[config.mk]
export PLATFORM = sky130hd
export DESIGN_NAME = data_agu
export DESIGN_NICKNAME = d
export VERILOG_FILES = /design/src/rtl/agu_pkg.sv /design/src/rtl/agu_page_reg.sv /design/src/rtl/agu_lane.sv /design/src/rtl/data_agu.sv
export SDC_FILE = /design/constraint.sdc
export NUM_CORES = 1
export LEC_CHECK = 0
export ABC_CLOCK_PERIOD_IN_PS = 4200
export BUFFER_PORTS_ARGS = -buffer_cell sky130_fd_sc_hd__clkbuf_2
export CAP_MARGIN = 15
export CORE_MARGIN = 5
export CORE_UTILIZATION = 30
export DETAILED_ROUTE_END_ITERATION = 7
export MAX_ROUTING_LAYER = met4
export PLACE_DENSITY_LB_ADDON = 0.1
export SLEW_MARGIN = 10
export SYNTH_ARGS = -nofsm -noshare
export SYNTH_HDL_FRONTEND = slang
export SYNTH_SLANG_ARGS = --single-unit
[constraint.sdc]
create_clock -name clk -period 4.2 [get_ports clk]
set_input_delay 0.63 -clock clk [delete_from_list [all_inputs] [get_ports clk]]
set_output_delay 0.63 -clock clk [all_outputs]
set_load 0.01 [all_outputs]
[src/rtl/agu_pkg.sv]
package agu_pkg;

    typedef enum logic [2:0] {
        AM_IND     = 3'd0,
        AM_POSTINC = 3'd1,
        AM_POSTDEC = 3'd2,
        AM_PREINC  = 3'd3,
        AM_PREDEC  = 3'd4,
        AM_NEAR    = 3'd5,
        AM_FULL    = 3'd6,
        AM_RSVD    = 3'd7
    } addr_mode_e;

    typedef struct packed {
        logic       pre;
        logic       post;
        logic       down;
        logic       near;
        logic       full;
    } mode_ctl_t;

    function automatic mode_ctl_t decode_mode(addr_mode_e m);
        mode_ctl_t c;
        c = '0;
        case (m)
            AM_POSTINC: c.post = 1'b1;
            AM_POSTDEC: begin c.post = 1'b1; c.down = 1'b1; end
            AM_PREINC:  c.pre  = 1'b1;
            AM_PREDEC:  begin c.pre  = 1'b1; c.down = 1'b1; end
            AM_NEAR:    c.near = 1'b1;
            AM_FULL:    c.full = 1'b1;
            default:    c = '0;
        endcase
        return c;
    endfunction

    function automatic logic [1:0] step_size(logic is_byte);
        return is_byte ? 2'd1 : 2'd2;
    endfunction

endpackage

[src/rtl/agu_page_reg.sv]
module agu_page_reg #(
    parameter int PW = 8
) (
    input  logic          clk,
    input  logic          rst,
    input  logic          ld,
    input  logic [PW-1:0] d,
    output logic [PW-1:0] q
);
    always_ff @(posedge clk) begin
        if (rst)
            q <= '0;
        else if (ld)
            q <= d;
    end
endmodule

[src/rtl/agu_lane.sv]
module agu_lane
    import agu_pkg::*;
#(
    parameter int AW     = 16,
    parameter int NEAR_W = 13
) (
    input  logic [AW-1:0] base,
    input  addr_mode_e    mode,
    input  logic          is_byte,
    input  logic [AW-1:0] lit,
    output logic [AW-1:0] ea,
    output logic [AW-1:0] ptr_new,
    output logic          ptr_we,
    output logic          misalign
);
    localparam int PADW = AW - NEAR_W;

    mode_ctl_t     ctl;
    logic [AW-1:0] step;
    logic [AW-1:0] moved;

    always_comb begin
        ctl   = decode_mode(mode);
        step  = {{(AW-2){1'b0}}, step_size(is_byte)};
        moved = ctl.down ? (base - step) : (base + step);

        if (ctl.near)
            ea = {{PADW{1'b0}}, lit[NEAR_W-1:0]};
        else if (ctl.full)
            ea = lit;
        else if (ctl.pre)
            ea = moved;
        else
            ea = base;

        ptr_we   = ctl.pre | ctl.post;
        ptr_new  = ptr_we ? moved : base;
        misalign = ~is_byte & ea[0];
    end
endmodule

[src/rtl/data_agu.sv]
module data_agu
    import agu_pkg::*;
#(
    parameter int AW     = 16,
    parameter int PW     = 8,
    parameter int NEAR_W = 13
) (
    input  logic           clk,
    input  logic           rst,
    input  logic [AW-1:0]  rd_base,
    input  logic [2:0]     rd_mode,
    input  logic           rd_byte,
    input  logic [AW-1:0]  rd_lit,
    input  logic           rd_page_ld,
    input  logic [PW-1:0]  rd_page_d,
    input  logic [AW-1:0]  wr_base,
    input  logic [2:0]     wr_mode,
    input  logic           wr_byte,
    input  logic [AW-1:0]  wr_lit,
    input  logic           wr_page_ld,
    input  logic [PW-1:0]  wr_page_d,
    output logic [AW-1:0]  rd_ea,
    output logic [AW+PW-1:0] rd_xaddr,
    output logic [AW-1:0]  rd_ptr_new,
    output logic           rd_ptr_we,
    output logic           rd_misalign,
    output logic [AW-1:0]  wr_ea,
    output logic [AW+PW-1:0] wr_xaddr,
    output logic [AW-1:0]  wr_ptr_new,
    output logic           wr_ptr_we,
    output logic           wr_misalign
);
    localparam int NSIDE = 2;
    localparam int XW    = AW + PW;

    logic [AW-1:0] s_base  [NSIDE];
    addr_mode_e    s_mode  [NSIDE];
    logic          s_byte  [NSIDE];
    logic [AW-1:0] s_lit   [NSIDE];
    logic          s_ld    [NSIDE];
    logic [PW-1:0] s_pd    [NSIDE];
    logic [PW-1:0] s_page  [NSIDE];
    logic [AW-1:0] s_ea    [NSIDE];
    logic [AW-1:0] s_ptr   [NSIDE];
    logic          s_we    [NSIDE];
    logic          s_mis   [NSIDE];
    logic [XW-1:0] s_xa    [NSIDE];

    always_comb begin
        s_base[0] = rd_base;  s_base[1] = wr_base;
        s_mode[0] = addr_mode_e'(rd_mode);
        s_mode[1] = addr_mode_e'(wr_mode);
        s_byte[0] = rd_byte;  s_byte[1] = wr_byte;
        s_lit[0]  = rd_lit;   s_lit[1]  = wr_lit;
        s_ld[0]   = rd_page_ld; s_ld[1] = wr_page_ld;
        s_pd[0]   = rd_page_d;  s_pd[1] = wr_page_d;
    end

    for (genvar i = 0; i < NSIDE; i++) begin : g_side
        agu_page_reg #(.PW(PW)) u_page (
            .clk (clk),
            .rst (rst),
            .ld  (s_ld[i]),
            .d   (s_pd[i]),
            .q   (s_page[i])
        );

        agu_lane #(.AW(AW), .NEAR_W(NEAR_W)) u_lane (
            .base     (s_base[i]),
            .mode     (s_mode[i]),
            .is_byte  (s_byte[i]),
            .lit      (s_lit[i]),
            .ea       (s_ea[i]),
            .ptr_new  (s_ptr[i]),
            .ptr_we   (s_we[i]),
            .misalign (s_mis[i])
        );

        assign s_xa[i] = {s_page[i], s_ea[i]};
    end

    assign rd_ea       = s_ea[0];
    assign rd_xaddr    = s_xa[0];
    assign rd_ptr_new  = s_ptr[0];
    assign rd_ptr_we   = s_we[0];
    assign rd_misalign = s_mis[0];
    assign wr_ea       = s_ea[1];
    assign wr_xaddr    = s_xa[1];
    assign wr_ptr_new  = s_ptr[1];
    assign wr_ptr_we   = s_we[1];
    assign wr_misalign = s_mis[1];
endmodule

==> results.md, run 1 <==
* Status: finished clean
* Worst-Skew Late Latency at 0.24 ns
* H-tree Lvls at 1
* Count leader, synth: nand2_1
* # IOs at 208
* Initial antenna violation count at 0
* First-pass DRT Iterations at 5
* Max_slew headroom at 52.3%
* Setup crit start kind: input port
* Biggest regs: g_side.u_page.q: 16 flops
* Top cells by area, synth: ha_1 11%, dfxtp_1 9.4%, o21ai_0 9.2%
* Mapped Area at 3410 um2
* Crit path DAT at 3.30 ns
* Pins over their slew limit at 0
* Via density at 4.85
* Core box area at 11300 um2
* Yosys reg bits at 16
* Utilization after layout at 39.7%
* Period utilisation layout at 93.5%
* Mapped Nets at 614
* DR iter-0 viols at 100
* Syn Area/Cell at 6.97 um2
* Crit path buf inv count at 3
* Layout cell share with drive strength beyond 1 at 37.7%
* Critical Path Sink Type: output port
* Pwr dens at 254 nW/um2
* WL final at 10600 um
* First-pass GRT wire length at 16800 um
* Worst Path Max Fanout at 11
* Area post-placement at 4390 um2
* Setup CP Type: in -> out
* Via count at 3901
* Post-route antenna net violation count at 0
* Post-Layout Inst Area at 4480 um2
* Tmin final at 3.93 ns
* Share of the synthesized area in the top cell type at 11.0%
* Clk sinks at 16
* FILL cells at 1193
* Gr ovfl total at 0
* HPWL Detailed at 9370 um
* Antenna diodes at 0
* Chip Width at 117 um
* Worst-margin pin slew at 0.711 ns
* Crit-path leading delay family: compound AO/OA/AOI/OAI gates
* Critical path's largest stage delay at 0.33 ns
* Hold Vio Cnt, Final at 0
* Top_reg_cell synth: dfxtp_1
* Area growth from synthesis to layout at 31.2%
* RSZ-0062 raised after global routing: false
* DR DRC count at 0
* Commonest cells in the netlist: 64 x nand2_1, 63 x o21ai_0, 41 x nor2_1
* Cts bufs inserted at 3
* WHS at 0.493 ns
* Total of max-cap violations at 0
* Gate Count Post-Synth at 490
* Nets at 786
* WP data required at 3.57 ns
* Max Clock Freq at 0.255 GHz
* DR WL/cell at 13.2 um
* Row count at 39
* Leakage at 2.38 nW
* Total track usage at 14.8%
* Die ar. at 13600 um2
* Vias in the first global route at 3777
* Max Root-Sink Buffers at 2
* Hold Path Class: reg -> reg
* Reg clk slew, reported paths at 0.05 ns
* TNS Setup at 0 ns
* Biggest register: g_side.u_page.q
* FFs w/ async S/R, synth at 0%
* Port bufs at 207
* Max reg flops at 16
* Starting Density at 30.3%
* Post-synthesis sequential area ratio at 9.38%
* CP max stage cell: a221oi_1
* Placer congestion estimate at 0.860
* Final setup fails at 0
* Count of cell types in the netlist at 59
* Die H at 117 um
* Yosys Warn Count at 0
* Top cell type by total area after synthesis: ha_1
* CTS tree: yes
* CP Cell Sequence: clkbuf_2 -> nor2_2 -> buf_4 -> ha_1 -> o211ai_1 -> a21oi_1 -> o41ai_2 -> a31o_1 -> nor2_2 -> a211oi_4 -> a211oi_1 -> a221oi_1 -> clkbuf_2
* Number of flops mapped to enable cells by yosys at 0
* Post-CTS Setup Inserts at 0
* Max VDD drop at 0.282 mV
* Worst clock skew at 0 ns
* Clk root buf: clkbuf_16
* Pin count of the biggest net entering global routing at 27
-- routing by layer --
layer	routed length (um)	global-route usage (%)	part of all wire (%)	vias to the layer above
met4	21	0.765	0.20	0
met2	5170	26.6	49	121
li1	-	-	-	2058
met1	4740	18.7	45	1720
met3	695	1.55	6.5	2
met5	0	-	0	-
-- what timing repair did --
item	CTS	global route
hold buffers	0	0
hold endpoints to repair	0	0
endpoints found under the setup margin	0	2
resized for setup	0	1
-- cell type report --
type                       instances  area [um2]  share of cell area [%]
multi-input combinational        398        2670                    59.6
timing repair buffer             220        1130                    25.3
inverter                          23        86.3                    1.93
clock buffer                       4        88.8                    1.98
sequential                        16         320                    7.15
tap                              143         179                    3.99
-- metrics by stage --
step                worst slack [ns]  power [mW]  cells
finish                         0.273        1.14    804
global route                 0.00387        1.24    804
CTS                            0.209        1.15    804
detailed placement             0.229       0.949    800
global placement               0.287       0.945    800
floorplan                      0.192       0.711    490
-- final timing paths --
| path | start | endpoint | slack [ns] | cells after the start |
|---|---|---|---|---|
| min reg2reg | g_side[1].u_page.q[3]$_SDFFE_PP0P_ | g_side[1].u_page.q[3]$_SDFFE_PP0P_ | 0.49 | 2 |
| min | g_side[1].u_page.q[3]$_SDFFE_PP0P_ | g_side[1].u_page.q[3]$_SDFFE_PP0P_ | 0.49 | 2 |
| max | rd_mode[0] | rd_xaddr[15] | 0.27 | 13 |
| max reg2reg | g_side[1].u_page.q[5]$_SDFFE_PP0P_ | g_side[1].u_page.q[5]$_SDFFE_PP0P_ | 3.59 | 2 |
-- cells in the final DEF (no fill, tap or decap), types with 4 or more instances in the layout --
master,instances
clkbuf_2,207
nand2_1,64
o21ai_0,63
nor2_1,40
a21oi_1,30
ha_1,30
inv_1,21
mux2i_1,21
a22oi_1,18
dfxtp_1,16
xor2_1,15
xnor2_1,14
buf_4,13
nand2b_1,8
a211oi_1,7
nor3_1,7
mux2_2,7
o21a_1,6
nor2b_1,6
a21o_1,5
and3_1,4
-- worst register-to-register path: stages, from the launching register on --
cell and delay, ns:
dfxtp_1 0.31, mux2i_1 0.13, nor2_1 0.05
-- cells by family after synthesis --
kind of cell               count (synthesis)  share of synthesized area (%)
AOI/OAI and AO/OA                        162                           30.7
and+or+nand+nor                          147                           19.4
buffers and inverters                     76                           12.4
adders and majority gates                 32                           12.2
xor gates and xnor gates                  29                           7.44
muxes                                     28                           8.46
DFF                                       16                           9.38
-- where the power goes --
group / switching (mW) / leakage, nW / internal, mW
clock network: 0.0557 / 0.0442 / 0.144
logic: 0.444 / 2.20 / 0.327
registers: 0.00448 / 0.132 / 0.161
total: 0.504 / 2.38 / 0.632
Note: power is estimated with default switching activity, not from simulation.
==> inputs of run 2 (changes only) <==
--- a/config.mk
+++ b/config.mk
@@ -6,11 +6,12 @@
 export NUM_CORES = 1
 export LEC_CHECK = 0
 export ABC_CLOCK_PERIOD_IN_PS = 4200
-export BUFFER_PORTS_ARGS = -buffer_cell sky130_fd_sc_hd__clkbuf_2
 export CAP_MARGIN = 15
 export CORE_MARGIN = 5
 export CORE_UTILIZATION = 30
 export DETAILED_ROUTE_END_ITERATION = 7
+export DONT_BUFFER_PORTS = 1
+export GPL_TIMING_DRIVEN = 0
 export MAX_ROUTING_LAYER = met4
 export PLACE_DENSITY_LB_ADDON = 0.1
 export SLEW_MARGIN = 10
==> run 2 against run 1 <==
Compared with the run above:
- clock-buffer cell count unchanged
- maximum frequency down 3.1%
- first-iteration DRC count down 17%
- global-route usage up 0.14 points
- worst setup slack worse by 0.12 ns
- clock skew unchanged
- non-clock buffer count down 154
- critical path type unchanged
- largest power group unchanged
==> results.md, run 2 (synthesis gave the netlist of run 1 again) <==
* Crit path DAT at 3.42 ns (+0.12 ns)
* Tmin final at 4.05 ns (+0.124 ns)
* Total track usage at 14.9% (+0.14 points)
* Most common cell after layout, fill and taps aside: nand2_1
* Pin count of the biggest net entering global routing at 16 (-41%)
* Worst clock skew at 0 ns (unchanged)
* DR WL/cell at 16.9 um (+28%)
* Pint at 580 uW (-8.3%)
* Layout cell share with drive strength beyond 1 at 18.3% (-19 points)
* Hold Vio Cnt, Final at 0 (unchanged)
* Via count at 3513 (-9.9%)
* Via density at 5.40 (+11%)
* Placer congestion estimate at 0.809 (-5.9%)
* Clk sinks at 16 (unchanged)
* Logic pwr share at 64.8% (-3.0 points)
* NetSw at 484 uW (-3.9%)
* Vias in the first global route at 3383 (-10%)
* Area growth from synthesis to layout at 14.4%
* Period utilisation layout at 96.5% (+3.0 points)
* Reg clk slew, reported paths at 0.05 ns (about the same)
* Worst-margin pin slew at 0.768 ns (+0.0573 ns)
* Critical Path Sink Type: output port
* DR DRC count at 0 (unchanged)
* Biggest regs: g_side.u_page.q: 16 flops
* Pins over their slew limit at 0 (unchanged)
* Gr ovfl total at 0 (unchanged)
* Nets at 632 (-20%)
* Clk root buf: clkbuf_16
* Commonest non-fill, non-tap cells in the layout: 63 x nand2_1, 59 x o21ai_0, 44 x buf_4
* CTS tree: yes
* # IOs at 208 (unchanged)
* Max VDD drop at 0.206 mV (-27%)
* Chip Width at 117 um (unchanged)
* First-pass GRT wire length at 16500 um (-1.4%)
* Leakage at 1.73 nW (-27%)
* Post-Layout Inst Area at 3910 um2 (-13%)
* Crit path buf inv count at 4 (+1)
* Setup crit start kind: input port
* Biggest register: g_side.u_page.q
* Total Power at 1.06 mW (-6.3%)
* Setup CP Type: in -> out
* Cts bufs inserted at 3 (unchanged)
* Max_slew headroom at 48.5% (-3.8 points)
* WL final at 11000 um (+3.5%)
* First-pass DRT Iterations at 5 (unchanged)
* Hold Path Class: in -> reg
* Sw Ratio at 45.5% (+1.2 points)
* Row count at 39 (unchanged)
* CP max stage cell: o31ai_1
* Core box area at 11300 um2 (unchanged)
* RSZ-0062 raised after global routing: false
* Utilization after layout at 34.7% (-5.1 points)
* Worst Path Max Fanout at 10 (-1)
* Critical path's largest stage delay at 0.46 ns (+0.13 ns)
* DR iter-0 viols at 83 (-17%)
* WP data required at 3.57 ns (about the same)
* Max Clock Freq at 0.247 GHz (-3.1%)
* Crit-path leading delay family: compound AO/OA/AOI/OAI gates
* CTS Hold Buffers Added at 0 (unchanged)
* Starting Density at 30.3% (unchanged)
* HPWL Detailed at 9180 um (-2.1%)
* Final setup fails at 0 (unchanged)
* Pwr dens at 272 nW/um2 (+7.4%)
* Max reg flops at 16 (unchanged)
* Worst-Skew Late Latency at 0.24 ns (about the same)
* Antenna diodes at 0 (unchanged)
* Post-route antenna net violation count at 0 (unchanged)
* Area post-placement at 3600 um2 (-18%)
* CP Cell Sequence: buf_2 -> xor2_1 -> nand2_2 -> clkinvlp_4 -> buf_4 -> ha_1 -> o21a_1 -> a21boi_2 -> o21a_1 -> o21a_1 -> buf_4 -> o21a_1 -> o31ai_1
* Max Root-Sink Buffers at 2 (unchanged)
* H-tree Lvls at 1 (unchanged)
* Die ar. at 13600 um2 (unchanged)
* Die H at 117 um (unchanged)
* Flop pwr share at 16.2% (+1.6 points)
* Total of max-cap violations at 0 (unchanged)
* Clock share of power at 19.1% (+1.5 points)
* Port bufs at 0 (-100%)
* CP most frequent cell: o21a_1
* Status: finished clean
* Initial antenna violation count at 0 (unchanged)
run 2: changes by cell type in the layout (fill, tap and decap cells not counted), sizes merged:
cell and delta:
inv -1, clkbuf -191, buf +37, clkinvlp +1
run 2: worst paths after layout:
| path | startpoint | to | slack [ns] | cells past startpoint |
|---|---|---|---|---|
| setup / recovery | wr_mode[1] | wr_ptr_new[9] | 0.15 | 13 |
| hold / removal | rd_page_d[1] | g_side[0].u_page.q[1]$_SDFFE_PP0P_ | 0.54 | 2 |
| setup reg to reg | g_side[0].u_page.q[4]$_SDFFE_PP0P_ | g_side[0].u_page.q[4]$_SDFFE_PP0P_ | 3.53 | 2 |
| hold reg to reg | g_side[0].u_page.q[1]$_SDFFE_PP0P_ | g_side[0].u_page.q[1]$_SDFFE_PP0P_ | 0.57 | 2 |
run 2: per-stage QoR:
| stage | TNS (ns) | hold slack, ns | setup slack [ns] | std cells |
|---|---|---|---|---|
| 3_5_place_dp | -2.50 | 0.563 | -0.470 | 633 |
| 3_3_place_gp | -2.27 | 0.549 | -0.425 | 633 |
| 2_1_floorplan | 0 | 0.532 | 0.192 | 490 |
| 5_1_grt | 0 | 0.537 | 0.00254 | 650 |
| 4_1_cts | -0.0553 | 0.538 | -0.0553 | 639 |
| 6_report | 0 | 0.538 | 0.149 | 650 |
run 2: worst register-to-register path, cell delays in order (launching register included):
cell     delay [ns]
dfxtp_1        0.35
mux2i_1        0.14
nor2_1         0.05
run 2: area by class of cell:
type                       instances  area [um2]
fill                            1222        7370
multi-input combinational        398        2790
buffer                            53         342
sequential                        16         320
tap                              143         179
timing repair buffer              13         101
inverter                          23        90.1
clock buffer                       4        88.8
run 2: routing by layer:
metal	GRT usage (%)	up-vias	share of wire, %
met2	25.3	126	48
met1	19.5	1632	44
met4	1.53	0	0.61
li1	-	1749	-
met5	-	-	0
met3	2.07	6	7.0
run 2: power by group through the flow:
stage	Sequential (mW)	Combinational (mW)	Clock [mW]
2_1_floorplan	0.173	0.538	0
3_3_place_gp	0.175	0.644	0
3_5_place_dp	0.175	0.650	0
4_1_cts	0.172	0.663	0.207
5_1_grt	0.173	0.765	0.215
6_report	0.172	0.689	0.203
run 2: timing repair:
item | 4_1_cts | 5_1_grt
setup endpoints to repair | 17 | 23
setup buffers | 2 | 11
pin swaps | 0 | 16
gates resized for setup | 11 | 16
==> inputs of run 3 (changes only) <==
--- a/config.mk
+++ b/config.mk
@@ -6,11 +6,13 @@
 export NUM_CORES = 1
 export LEC_CHECK = 0
 export ABC_CLOCK_PERIOD_IN_PS = 4200
+export BUFFER_PORTS_ARGS = -buffer_cell sky130_fd_sc_hd__clkbuf_2
 export CAP_MARGIN = 15
+export CELL_PAD_IN_SITES_DETAIL_PLACEMENT = 1
+export CELL_PAD_IN_SITES_GLOBAL_PLACEMENT = 1
 export CORE_MARGIN = 5
 export CORE_UTILIZATION = 30
 export DETAILED_ROUTE_END_ITERATION = 7
-export DONT_BUFFER_PORTS = 1
 export GPL_TIMING_DRIVEN = 0
 export MAX_ROUTING_LAYER = met4
 export PLACE_DENSITY_LB_ADDON = 0.1
==> run 3 against run 2 <==
Compared with the run above:
- clock-buffer cell count unchanged
- cell count increased by 32%
- die area unchanged
- sequential share of layout area decreased by 1.9 points
- register-to-register slack improved by 0.02 ns
- clock skew unchanged
- utilization increased by 10 points
- first-iteration DRC count increased by 110%
- combinational power increased by 36%
- cell area increased by 30%
- largest cell class unchanged
==> results.md, run 3 (synthesis gave the netlist of run 1 again) <==
* HPWL Detailed at 11000 um (+20%)
* Commonest non-fill, non-tap cells in the layout: 201 x clkbuf_2, 63 x nand2_1, 57 x o21ai_0
* Pins over their slew limit at 0 (unchanged)
* FILL cells at 1506 (+23%)
* Pwr dens at 257 nW/um2 (-5.5%)
* Crit path buf inv count at 5 (+1)
* Nets at 840 (+33%)
* Reg clk slew, reported paths at 0.05 ns (about the same)
* Worst clock skew at 0 ns (unchanged)
* Setup CP Type: in -> out
* Status: finished clean
* Worst Path Max Fanout at 10 (unchanged)
* Row count at 39 (unchanged)
* Critical path's largest stage delay at 0.36 ns (-0.10 ns)
* Clk sinks at 16 (unchanged)
* Utilization after layout at 45.0% (+10 points)
* Biggest regs: g_side.u_page.q: 16 flops
* Critical Path Sink Type: output port
* DR DRC count at 0 (unchanged)
* Chip Width at 117 um (unchanged)
* Final setup fails at 0 (unchanged)
* Max VDD drop at 0.251 mV (+22%)
* Most common cell after layout, fill and taps aside: clkbuf_2
* Hold Vio Cnt, Final at 0 (unchanged)
* Post-route antenna net violation count at 0 (unchanged)
* Total track usage at 18.7% (+3.8 points)
* Max_slew headroom at 45.9% (-2.6 points)
* Layout Cells excl Fill at 858 (+32%)
* Period utilisation layout at 97.5% (+1.1 points)
* Layout cell share with drive strength beyond 1 at 44.1% (+26 points)
* Crit-path leading delay family: compound AO/OA/AOI/OAI gates
* H-tree Lvls at 1 (unchanged)
* Max Root-Sink Buffers at 2 (unchanged)
* Area growth from synthesis to layout at 48.7%
* Post-Layout Inst Area at 5080 um2 (+30%)
* WHS at 0.497 ns (-0.0406 ns)
* Gr ovfl total at 0 (unchanged)
* Total of max-cap violations at 0 (unchanged)
* Placer congestion estimate at 0.778 (-3.8%)
* Starting Density at 30.3% (unchanged)
* RSZ-0062 raised after global routing: true
* Via count at 4342 (+24%)
* TNS Setup at 0 ns (unchanged)
* Max reg flops at 16 (unchanged)
* Max Clock Freq at 0.244 GHz (-1.1%)
* Clk root buf: clkbuf_16
* First-pass GRT wire length at 20600 um (+25%)
* Leakage at 2.62 nW (+51%)
* # IOs at 208 (unchanged)
* CTS tree: yes
* WP data required at 3.57 ns (about the same)
* Worst-margin pin slew at 0.807 ns (+0.0385 ns)
* CP max stage cell: ha_2
* WL final at 13500 um (+22%)
* DR iter-0 viols at 174 (+110%)
* Area post-placement at 4600 um2 (+28%)
* Die ar. at 13600 um2 (unchanged)
* Worst-Skew Late Latency at 0.25 ns (about the same)
* Crit path DAT at 3.47 ns (+0.05 ns)
* DR WL/cell at 15.7 um (-7.3%)
* Total Power at 1.31 mW (+23%)
* Vias in the first global route at 4394 (+30%)
* Placed insts at 834 (+32%)
* DP Worst Slack at -0.510 ns (-0.0407 ns)
* Core box area at 11300 um2 (unchanged)
* Via density at 5.06 (-6.4%)
* Pin count of the biggest net entering global routing at 12 (-4)
* First-pass DRT Iterations at 4 (-1)
* Setup crit start kind: input port
* Initial antenna violation count at 0 (unchanged)
* Tmin final at 4.10 ns (+0.0457 ns)
* CP Cell Sequence: buf_2 -> xor2_1 -> nand2_2 -> clkinvlp_4 -> buf_12 -> ha_2 -> a21oi_2 -> o21ai_0 -> a31oi_2 -> a21boi_2 -> nor4_2 -> a41o_1 -> o22ai_1 -> nand2_1 -> buf_4 -> clkbuf_2
* Die H at 117 um (unchanged)
* Cts bufs inserted at 3 (unchanged)
* Port bufs at 201 (+201)
* Biggest register: g_side.u_page.q
* Setup ws final at 0.103 ns (-0.0457 ns)
* Antenna diodes at 0 (unchanged)
* Hold Path Class: reg -> reg
run 3: worst paths after layout:
check	from	to	slack [ns]	depth (start not counted)
max	wr_mode[1]	wr_xaddr[14]	0.10	16
min	g_side[1].u_page.q[7]$_SDFFE_PP0P_	g_side[1].u_page.q[7]$_SDFFE_PP0P_	0.50	2
max reg2reg	g_side[0].u_page.q[6]$_SDFFE_PP0P_	g_side[0].u_page.q[6]$_SDFFE_PP0P_	3.55	2
min reg2reg	g_side[1].u_page.q[7]$_SDFFE_PP0P_	g_side[1].u_page.q[7]$_SDFFE_PP0P_	0.50	2
run 3: what timing repair did:
action | CTS | global route
buffers inserted | 8 | 13
resized for setup | 12 | 33
setup endpoints to repair | 25 | 18
gates cloned | 0 | 0
hold buffers | 0 | 0
hold endpoints to repair | 0 | 0
pin swaps | 3 | 20
run 3: area by class of cell:
type | count | area [um2] | area share [%]
Clock buffer | 4 | 88.8 | 1.75
Sequential cell | 16 | 320 | 6.31
Tap cell | 143 | 179 | 3.52
Inverter | 23 | 90.1 | 1.77
Buffer | 52 | 338 | 6.65
Timing Repair Buffer | 222 | 1180 | 23.2
Multi-Input combinational cell | 398 | 2880 | 56.8
run 3: metal layers:
layer | track usage [%] | wire length (um) | vias to the layer above
li1 | - | - | 2161
met1 | 23.0 | 5750 | 2067
met2 | 34.2 | 6930 | 109
met3 | 1.55 | 726 | 5
met4 | 1.83 | 48 | 0
met5 | - | 0 | -
run 3: power by group:
group	total, mW	internal [mW]	switching (mW)	leakage (nW)
Combinational	0.936	0.424	0.512	2.44
Clock	0.206	0.145	0.0612	0.0442
Sequential	0.166	0.161	0.00466	0.132
Total	1.31	0.730	0.577	2.62
run 3: worst reg2reg max path, delay by kind of cell (launching register included):
family / cells / cell delay, ns
DFF: 1 / 0.32
muxes: 1 / 0.14
and+or+nand+nor: 1 / 0.06
